**src/rtl/chan_gain_seq_pkg.sv**
```systemverilog
package chan_gain_seq_pkg;
  localparam int ENTRY_W  = 11;
  localparam int GAIN_LSB = 4;
  localparam int GAIN_W   = 3;
  localparam int EXT_BIT  = 7;
  localparam int DIFF_BIT = 10;
  typedef logic [ENTRY_W-1:0] entry_t;
endpackage

```
**src/rtl/cgs_table.sv**
```systemverilog
module cgs_table
  import chan_gain_seq_pkg::*;
#(
  parameter int DEPTH = 64,
  localparam int PTR_W = (DEPTH > 1) ? $clog2(DEPTH) : 1,
  localparam int CNT_W = $clog2(DEPTH + 1)
) (
  input  logic             clk_i,
  input  logic             rst_ni,
  input  logic             clear_i,
  input  logic             we_i,
  input  entry_t           wdata_i,
  input  logic [PTR_W-1:0] raddr_i,
  output entry_t           rdata_o,
  output logic [CNT_W-1:0] count_o
);
  entry_t           mem_q [DEPTH];
  logic [CNT_W-1:0] cnt_q;
  logic             full;

  assign full = (cnt_q == CNT_W'(DEPTH));

  always_ff @(posedge clk_i or negedge rst_ni) begin
    if (!rst_ni)                cnt_q <= '0;
    else if (clear_i)           cnt_q <= '0;
    else if (we_i && !full)     cnt_q <= cnt_q + 1'b1;
  end

  // storage is not reset; count gates validity
  always_ff @(posedge clk_i) begin
    if (!clear_i && we_i && !full) mem_q[PTR_W'(cnt_q)] <= wdata_i;
  end

  assign rdata_o = mem_q[raddr_i];
  assign count_o = cnt_q;
endmodule

```
**src/rtl/cgs_seq.sv**
```systemverilog
module cgs_seq #(
  parameter int DEPTH = 64,
  localparam int PTR_W = (DEPTH > 1) ? $clog2(DEPTH) : 1,
  localparam int CNT_W = $clog2(DEPTH + 1)
) (
  input  logic             clk_i,
  input  logic             rst_ni,
  input  logic             clear_i,
  input  logic             en_we_i,
  input  logic             en_wdata_i,
  input  logic             trig_i,
  input  logic [CNT_W-1:0] count_i,
  output logic [PTR_W-1:0] rd_ptr_o,
  output logic             use_tbl_o,
  output logic             eos_o
);
  logic             en_q, eos_q;
  logic [PTR_W-1:0] rd_q;
  logic             use_tbl, at_last, restart;

  assign use_tbl = en_q && (count_i != '0);
  assign at_last = (CNT_W'(rd_q) + CNT_W'(1)) == count_i;
  assign restart = clear_i || en_we_i;

  always_ff @(posedge clk_i or negedge rst_ni) begin
    if (!rst_ni)       en_q <= 1'b0;
    else if (en_we_i)  en_q <= en_wdata_i;
  end

  always_ff @(posedge clk_i or negedge rst_ni) begin
    if (!rst_ni) begin
      rd_q  <= '0;
      eos_q <= 1'b0;
    end else begin
      eos_q <= 1'b0;
      if (restart) begin
        rd_q <= '0;
      end else if (trig_i) begin
        if (!use_tbl) begin
          eos_q <= 1'b1;
        end else if (at_last) begin
          rd_q  <= '0;
          eos_q <= 1'b1;
        end else begin
          rd_q <= rd_q + 1'b1;
        end
      end
    end
  end

  assign rd_ptr_o  = rd_q;
  assign use_tbl_o = use_tbl;
  assign eos_o     = eos_q;
endmodule

```
**src/rtl/chan_gain_seq.sv**
```systemverilog
module chan_gain_seq
  import chan_gain_seq_pkg::*;
#(
  parameter int DEPTH = 64,
  parameter int CH_W  = 4
) (
  input  logic                clk_i,
  input  logic                rst_ni,
  input  logic                clear_i,
  input  logic                en_we_i,
  input  logic                en_wdata_i,
  input  logic                tbl_we_i,
  input  logic [ENTRY_W-1:0]  tbl_wdata_i,
  input  logic                lat_we_i,
  input  logic [ENTRY_W-1:0]  lat_wdata_i,
  input  logic                trig_i,
  output logic [ENTRY_W-1:0]  entry_o,
  output logic [CH_W-1:0]     chan_o,
  output logic [GAIN_W-1:0]   gain_o,
  output logic                ext_com_o,
  output logic                diff_o,
  output logic                eos_o
);
  localparam int PTR_W = (DEPTH > 1) ? $clog2(DEPTH) : 1;
  localparam int CNT_W = $clog2(DEPTH + 1);

  entry_t           lat_q, tbl_rdata, cur;
  logic [CNT_W-1:0] tbl_count;
  logic [PTR_W-1:0] rd_ptr;
  logic             use_tbl;

  always_ff @(posedge clk_i or negedge rst_ni) begin
    if (!rst_ni)       lat_q <= '0;
    else if (lat_we_i) lat_q <= lat_wdata_i;
  end

  cgs_table #(.DEPTH(DEPTH)) u_table (
    .clk_i   (clk_i),
    .rst_ni  (rst_ni),
    .clear_i (clear_i),
    .we_i    (tbl_we_i),
    .wdata_i (tbl_wdata_i),
    .raddr_i (rd_ptr),
    .rdata_o (tbl_rdata),
    .count_o (tbl_count)
  );

  cgs_seq #(.DEPTH(DEPTH)) u_seq (
    .clk_i      (clk_i),
    .rst_ni     (rst_ni),
    .clear_i    (clear_i),
    .en_we_i    (en_we_i),
    .en_wdata_i (en_wdata_i),
    .trig_i     (trig_i),
    .count_i    (tbl_count),
    .rd_ptr_o   (rd_ptr),
    .use_tbl_o  (use_tbl),
    .eos_o      (eos_o)
  );

  assign cur       = use_tbl ? tbl_rdata : lat_q;
  assign entry_o   = cur;
  assign chan_o    = cur[CH_W-1:0];
  assign gain_o    = cur[GAIN_LSB +: GAIN_W];
  assign ext_com_o = cur[EXT_BIT];
  assign diff_o    = cur[DIFF_BIT];
endmodule

```
**config.mk**
```make
export PLATFORM = sky130hd
export DESIGN_NAME = chan_gain_seq
export DESIGN_NICKNAME = d
export VERILOG_FILES = /design/src/rtl/chan_gain_seq_pkg.sv /design/src/rtl/cgs_table.sv /design/src/rtl/cgs_seq.sv /design/src/rtl/chan_gain_seq.sv
export SDC_FILE = /design/constraint.sdc
export NUM_CORES = 1
export LEC_CHECK = 0
export BUFFER_PORTS_ARGS = -buffer_cell sky130_fd_sc_hd__buf_2
export CAP_MARGIN = 20
export CORE_ASPECT_RATIO = 0.75
export CORE_MARGIN = 1.5
export CORE_UTILIZATION = 35
export CTS_BUF_LIST = sky130_fd_sc_hd__clkbuf_4
export DETAILED_ROUTE_END_ITERATION = 8
export PLACE_DENSITY = 0.59
export SETUP_SLACK_MARGIN = 0.05
export SLEW_MARGIN = 20
export SYNTH_ARGS = -nofsm -noshare
export SYNTH_HDL_FRONTEND = slang
export SYNTH_HIERARCHICAL = 1
export SYNTH_SLANG_ARGS = --single-unit
```
**constraint.sdc**
```tcl
create_clock -name clk_i -period 4.85 [get_ports clk_i]
set_input_delay 0.7275 -clock clk_i [delete_from_list [all_inputs] [get_ports clk_i]]
set_output_delay 0.7275 -clock clk_i [all_outputs]
set_load 0.005 [all_outputs]
```
==> flow_summary.json, run 1 <==
{
  "status": "finished, final reports clean",
  "clkPwrFrac_pct": 40.1,
  "vias_per_cell": 5.33,
  "required_ns": 4.12,
  "overflow": 0,
  "maxCapViolCount": 0,
  "swShare_pct": 21.7,
  "ios": 51,
  "period_share_pct": 95.8,
  "dr_total_vias": 15222,
  "dp_hpwl_mm": 43.3,
  "min_from": "tbl_we_i",
  "drtIter0Drc": 1743,
  "clk_pin_slew_ns": 0.07,
  "grt_pass1_vias": 15400,
  "synth.most_common_cell": "edfxtp_1",
  "drv_slew": 0,
  "grt_pass1_wl_mm": 106,
  "p_switching_w": 0.00266,
  "critPathSlowestCell": "dfrtp_2",
  "synthFlopType": "edfxtp_1",
  "start_kind": "flop",
  "arrival_ns": 3.92,
  "fillers": 7166,
  "tns_ns": 0,
  "cp-end-kind": "output port",
  "cts_buffer_depth": 3,
  "wl_mm": 73.2,
  "max_freq_ghz": 0.215,
  "reg2reg_depth": 5,
  "cts_made_buffers": 171,
  "area_growth_pct": 15.3,
  "dp_slack_ns": 0.846,
  "period_needed_ns": 4.65,
  "synth_enable_flop_cells": 704,
  "seq_power_share_pct": 56.7,
  "clock_skew_ns": 0.0884,
  "insertion_delay_ns": 1.03,
  "highest_layer": "met5",
  "slowest_delay_ns": 0.70,
  "tightest_slew_ns": 1.14,
  "syn_area_sq_um": 28800,
  "syn_nets": 1440,
  "first_pass_iters": 6,
  "fp.dieH_um": 251,
  "met2_length_mm": 31.1,
  "crit_path_max_fanout": 20,
  "drive_above_1_share_pct": 35.2,
  "place_area_sq_um": 30700,
  "p_leak_nw": 10.4,
  "rsz0062_at_grt": "no",
  "ys_seq_area_share_pct": 75.6,
  "antenna_found_initial": 4,
  "synth_common_cells": "edfxtp_1, mux4_2, nor2_1, mux2i_1",
  "irDropWorstVdd_v": 0.000159,
  "cts.sinks": 730,
  "cts_tree": "yes",
  "dieArea_sq_um": 84100,
  "p_int_w": 0.00960,
  "gp_congestion": 0.812,
  "htreeDepth": 4,
  "synth_top_area_share_pct": 73.4,
  "timing.setup.critical_path_class": "reg -> out",
  "whs_path_depth": 4,
  "hold_class": "in -> reg",
  "worstReg2RegEnd": "u_table/mem_q[56][3]",
  "fin_ws_ns": 0.202,
  "r2r_start": "u_table/count_o[3]",
  "clockRootBuffer": "clkbuf_4",
  "power_frac_comb_pct": 3.2,
  "core_sq_um": 81000,
  "synthCells": 1407,
  "synth_area_leader_cell": "edfxtp_1",
  "synth_area_per_cell_sq_um": 20.5,
  "yosys_warnings": 6,
  "power_density_nw_per_um2": 369,
  "path_cells": "nand2_1 -> or2_2 -> o22ai_1 -> nor4_1 -> a31o_2 -> mux2_4 -> buf_2",
  "grt_max_degree": 65,
  "finalSetupViolations": 0,
  "async_flop_share_pct": 3.56,
  "nNetsFinal": 1699,
  "wire_per_inst_um": 25.6,
  "start_util_pct": 35.6,
  "num_rows": 90,
  "io_buffers": 50,
  "stdcell_area_sq_um": 33200,
  "final_util_pct": 41.0,
  "hold_violations": 0,
  "synthTopCellsByArea": "edfxtp_1, mux4_2, dfrtp_1",
  "met1_length_mm": 33.0,
  "ys_ff_latch": 730,
  "synth_cell_types": 54,
  "grt_usage_pct": 17.6,
  "ant_nets": 0,
  "holdPathEnd": "u_table/count_o[6]",
  "power_w": 0.0123,
  "drcViolationCount": 0,
  "die_w_um": 334,
  "r2r_slack_ns": 1.25,
  "slew-limit-headroom_pct": 23.9,
  "met3WireLength_mm": 7.40
}
==> repair_timing <==
| action | 4_1_cts | 5_1_grt |
|---|---|---|
| endpoints found under the hold margin | 45 | 0 |
| buffers inserted | 11 | 0 |
| gates cloned | 0 | 0 |
| hold buffers | 17 | 0 |
| gates resized for setup | 4 | 2 |
| setup endpoints to repair | 20 | 4 |
==> sequential cells by signal, summed over array words and instances, names as in the netlist <==
register         count
u_seq/en_q           1
u_table/mem_q      704
lat_q               11
u_seq/eos_o          1
u_table/count_o      7
u_seq/rd_ptr_o       6
==> critical path, delay by kind of cell (launching register included) <==
kind	cells	cell delay, ns
and+or+nand+nor	3	0.92
AOI/OAI and AO/OA	2	0.81
DFF	1	0.70
muxes	1	0.32
buffers and inverters	1	0.15
==> per-layer routing <==
layer / global-route usage [%] / up-vias
met4: 6.05 / 4
met5: 1.44 / -
met3: 5.87 / 110
li1: - / 6474
met1: 25.8 / 7916
met2: 24.3 / 718
==> final cells by class <==
cell class	count	area, sq um	area share, %
diodes	5	12.5	0.0377
clock buffers	251	1880	5.67
clock inverters	49	279	0.840
inverters	5	18.8	0.0565
multi-input cells	589	6570	19.8
flip-flops and latches	730	21800	65.6
well taps	1058	1320	3.98
repair buffers	169	1320	3.98
==> power by group through the flow <==
stage | Sequential, W | Clock (W) | Combinational, W
CTS | 0.00695 | 0.00508 | 0.000393
finish | 0.00695 | 0.00492 | 0.000388
global route | 0.00695 | 0.00538 | 0.000418
floorplan | 0.00708 | 0 | 0.000174
detailed placement | 0.00709 | 0 | 0.000371
global placement | 0.00709 | 0 | 0.000362
==> metrics by stage <==
stage	hold WS (ns)	std cells
3_5_place_dp	0.499	2521
5_1_grt	0.0986	2855
2_1_floorplan	0.432	1407
6_report	0.146	2856
4_1_cts	0.0309	2849
3_3_place_gp	0.497	2520
==> kinds of logic (layout without fill, tap and decap cells) <==
family                   Yosys count  count (layout)  synth area share [%]
AND/OR/NAND/NOR                  200             200                  3.34
buffers and inverters             88             474                  1.73
XOR/XNOR                          12              12                 0.417
multiplexers                     238             238                  15.2
other                              0               5                     0
adder cells (fa/ha/maj)            3               3                 0.130
AO/OA/AOI/OAI                    136             136                  3.56
flip-flops                       730             730                  75.6
==> cells in the final DEF (no fill, tap or decap), types with 4 or more instances in the layout <==
cell type      synthesis  layout
mux2i_1               62      62
nand4_1                4       4
a22oi_1               31      31
dfrtp_4                0       4
mux4_2               151     151
nor2_2                 0       7
clkbuf_4               0     251
nand2_1               33      33
or2_2                  4       4
buf_2                 21      50
xnor2_1                5       5
diode_2                0       5
buf_4                 22      91
buf_12                 0      11
o221ai_1               7       7
inv_2                  0       6
nor4_1                10       9
o22a_1                 9       9
nand3b_1               6       6
o21ai_0                6       6
dlygate4sd3_1          0      17
nor2b_1                7       5
dfrtp_1               26      21
o22ai_1               33      33
o211ai_1              13      13
edfxtp_1             704     704
nand3_1               19      19
o311ai_1               4       4
mux2_4                20      20
mux2_2                 5       5
nor3_1                 4       4
a31o_2                 7       7
xor2_1                 5       5
or3_1                  5       5
clkinv_1               0      35
inv_1                  5       5
nor2_1                90      83
a211oi_1               9       9
==> worst max path at each step <==
stage | to | startpoint | slack, ns | depth (start not counted)
global placement | entry_o[6] | u_seq/rd_ptr_o[0] | 0.60 | 8
global route | entry_o[1] | u_seq/rd_ptr_o[2] | 0.06 | 6
finish | entry_o[1] | u_seq/rd_ptr_o[4] | 0.20 | 7
CTS | entry_o[2] | u_seq/rd_ptr_o[0] | 0.1 | 9
floorplan | entry_o[3] | u_seq/rd_ptr_o[0] | 1.77 | 9
detailed placement | diff_o | u_seq/rd_ptr_o[0] | 0.85 | 7
Power figures use the tool's default switching activity.
==> run 2, diff against run 1 <==
==> constraint.sdc (replaced) <==
create_clock -name clk_i -period 4.85 [get_ports clk_i]
set_input_delay 0.2425 -clock clk_i [delete_from_list [all_inputs] [get_ports clk_i]]
set_output_delay 0.2425 -clock clk_i [all_outputs]
set_load 0.005 [all_outputs]
==> run 2 against run 1 <==
- clock skew down 0.0094 ns
- highest routed layer is now met4
- first-iteration DRC count down 0.29%
- via count up 0.60%
==> flow_summary.json, run 2 (synthesis gave the netlist of run 1 again) <==
{
  "ant_nets": 0,
  "tightest_slew_ns": 1.11,
  "grt_util_met1_pct": 26.1,
  "fp.dieH_um": 251,
  "busiest_layer": "met1",
  "cts_made_buffers": 170,
  "use_met2_pct": 23.6,
  "crit_path_max_fanout": 45,
  "dp_hpwl_mm": 43.0,
  "antenna_found_initial": 2,
  "num_rows": 90,
  "rsz0062_at_grt": "no",
  "die_w_um": 334,
  "required_ns": 4.61,
  "area_growth_pct": 15.5,
  "gp_congestion": 0.829,
  "period_share_pct": 91.0,
  "dr_total_vias": 15313,
  "mostFrequentLayoutCell": "edfxtp_1",
  "dp.cells": 2510,
  "finalSetupViolations": 0,
  "cts_tree": "yes",
  "first_pass_iters": 5,
  "irDropWorstVdd_v": 0.000176,
  "largest_reg_flops": 704,
  "seqCellArea_sq_um": 21800,
  "clockRootBuffer": "clkbuf_4",
  "clk_pin_slew_ns": 0.07,
  "timing.setup.critical_path_class": "reg -> out",
  "critPathSlowestCell": "dfrtp_4",
  "wire_per_inst_um": 25.2,
  "met3_usage_pct": 5.73,
  "dieArea_sq_um": 84100,
  "overflow": 0,
  "clock_skew_ns": 0.0790,
  "nNetsFinal": 1702,
  "multi_input_area_sq_um": 6570,
  "most-common-layout-cells": "edfxtp_1, clkbuf_4, mux4_2, buf_4, nor2_1",
  "maxCapViolCount": 0,
  "core_sq_um": 81000,
  "start_util_pct": 35.6,
  "place_area_sq_um": 30600,
  "arrival_ns": 4.17,
  "power_w": 0.0123,
  "largest-register": "u_table/mem_q",
  "grt_pass1_vias": 15499,
  "fin_cells": 2863,
  "grt_max_degree": 65,
  "status": "finished, final reports clean",
  "start_kind": "flop",
  "tns_ns": 0,
  "stdcell_area_sq_um": 33300,
  "drcViolationCount": 0,
  "hold_violations": 0,
  "wl_mm": 72.2,
  "grt_pass1_wl_mm": 105,
  "io_buffers": 50,
  "cts_buffer_depth": 3,
  "htreeDepth": 4,
  "max_freq_ghz": 0.227,
  "period_needed_ns": 4.41,
  "grt_usage_pct": 17.3,
  "p_leak_nw": 10.4,
  "insertion_delay_ns": 0.94,
  "cts.sinks": 730,
  "cp-end-kind": "output port",
  "drtIter0Drc": 1738,
  "cts_resized": 0,
  "ios": 51,
  "drv_slew": 0,
  "hold_class": "in -> reg",
  "path_cells": "buf_4 -> mux4_2 -> a22oi_1 -> nand2_1 -> a31o_2 -> mux2_4 -> buf_2",
  "power_density_nw_per_um2": 371,
  "final_util_pct": 41.1,
  "fillers": 7173,
  "slew-limit-headroom_pct": 25.6,
  "slowest_delay_ns": 0.93,
  "vias_per_cell": 5.35,
  "drive_above_1_share_pct": 34.5
}
## run 2: cell count changes in the layout (fill, tap and decap cells not counted), sizes merged
cell | before | now
buf | 152 | 130
clkbuf | 251 | 258
clkinv | 39 | 29
clkinvlp | 1 | 5
diode | 5 | 8
dlygate4sd3 | 17 | 43
inv | 11 | 10
## run 2: power breakdown
part	switching [W]	total [W]	internal, W
combinational	0.000250	0.000410	0.000160
sequential	0.0000182	0.00695	0.00693
clock	0.00240	0.00498	0.00259
total	0.00266	0.0123	0.00968
## run 2: timing repair
| item | CTS | global route |
|---|---|---|
| setup buffers | 0 | 0 |
| hold buffers | 44 | 0 |
| endpoints found under the hold margin | 274 | 0 |
| setup endpoints to repair | 0 | 0 |
## run 2: path summary, 6_finish.rpt
check / from / end / slack (ns) / cells after the start
min in group asynchronous: rst_ni / u_seq/en_q / 0.37 / 4
setup / recovery: u_seq/rd_ptr_o[1] / chan_o[2] / 0.44 / 7
hold / removal: tbl_wdata_i[7] / u_table/mem_q[4][7] / 0.08 / 2
hold reg to reg: u_table/count_o[6] / u_table/count_o[6] / 0.63 / 2
max in group asynchronous: rst_ni / u_seq/rd_ptr_o[0] / 4.21 / 4
setup reg to reg: u_table/count_o[5] / u_table/mem_q[23][8] / 0.85 / 5
## run 2: critical path: cells and delay by family, from the launching register on
kind,cells,cell delay [ns]
compound gates,2,0.62
mux,2,0.71
buf+inv,2,0.66
simple gates,1,0.24
flops,1,0.93
## run 2: layout make-up
type                    instances  area share, %
diodes                          8         0.0602
clock buffers                 258           5.82
clock inverters                42          0.820
inverters                       5         0.0564
multi-input cells             589           19.7
flip-flops and latches        730           65.5
well taps                    1058           3.98
repair buffers                173           4.01
## run 2: per-layer routing
| metal | wire (um) | up-vias | part of all wire [%] |
|---|---|---|---|
| li1 | - | 6492 | - |
| met4 | 1040 | 0 | 1.4 |
| met3 | 7800 | 74 | 11 |
| met5 | 0 | - | 0 |
| met2 | 30700 | 741 | 42 |
| met1 | 32700 | 8006 | 45 |
## run 2: through the flow
stage               hold WS, ns  worst slack (ns)
floorplan               -0.0531              2.26
CTS                     0.00155             0.211
detailed placement        0.381             0.936
global route            0.00557             0.124
finish                   0.0811             0.437
global placement          0.365              1.07
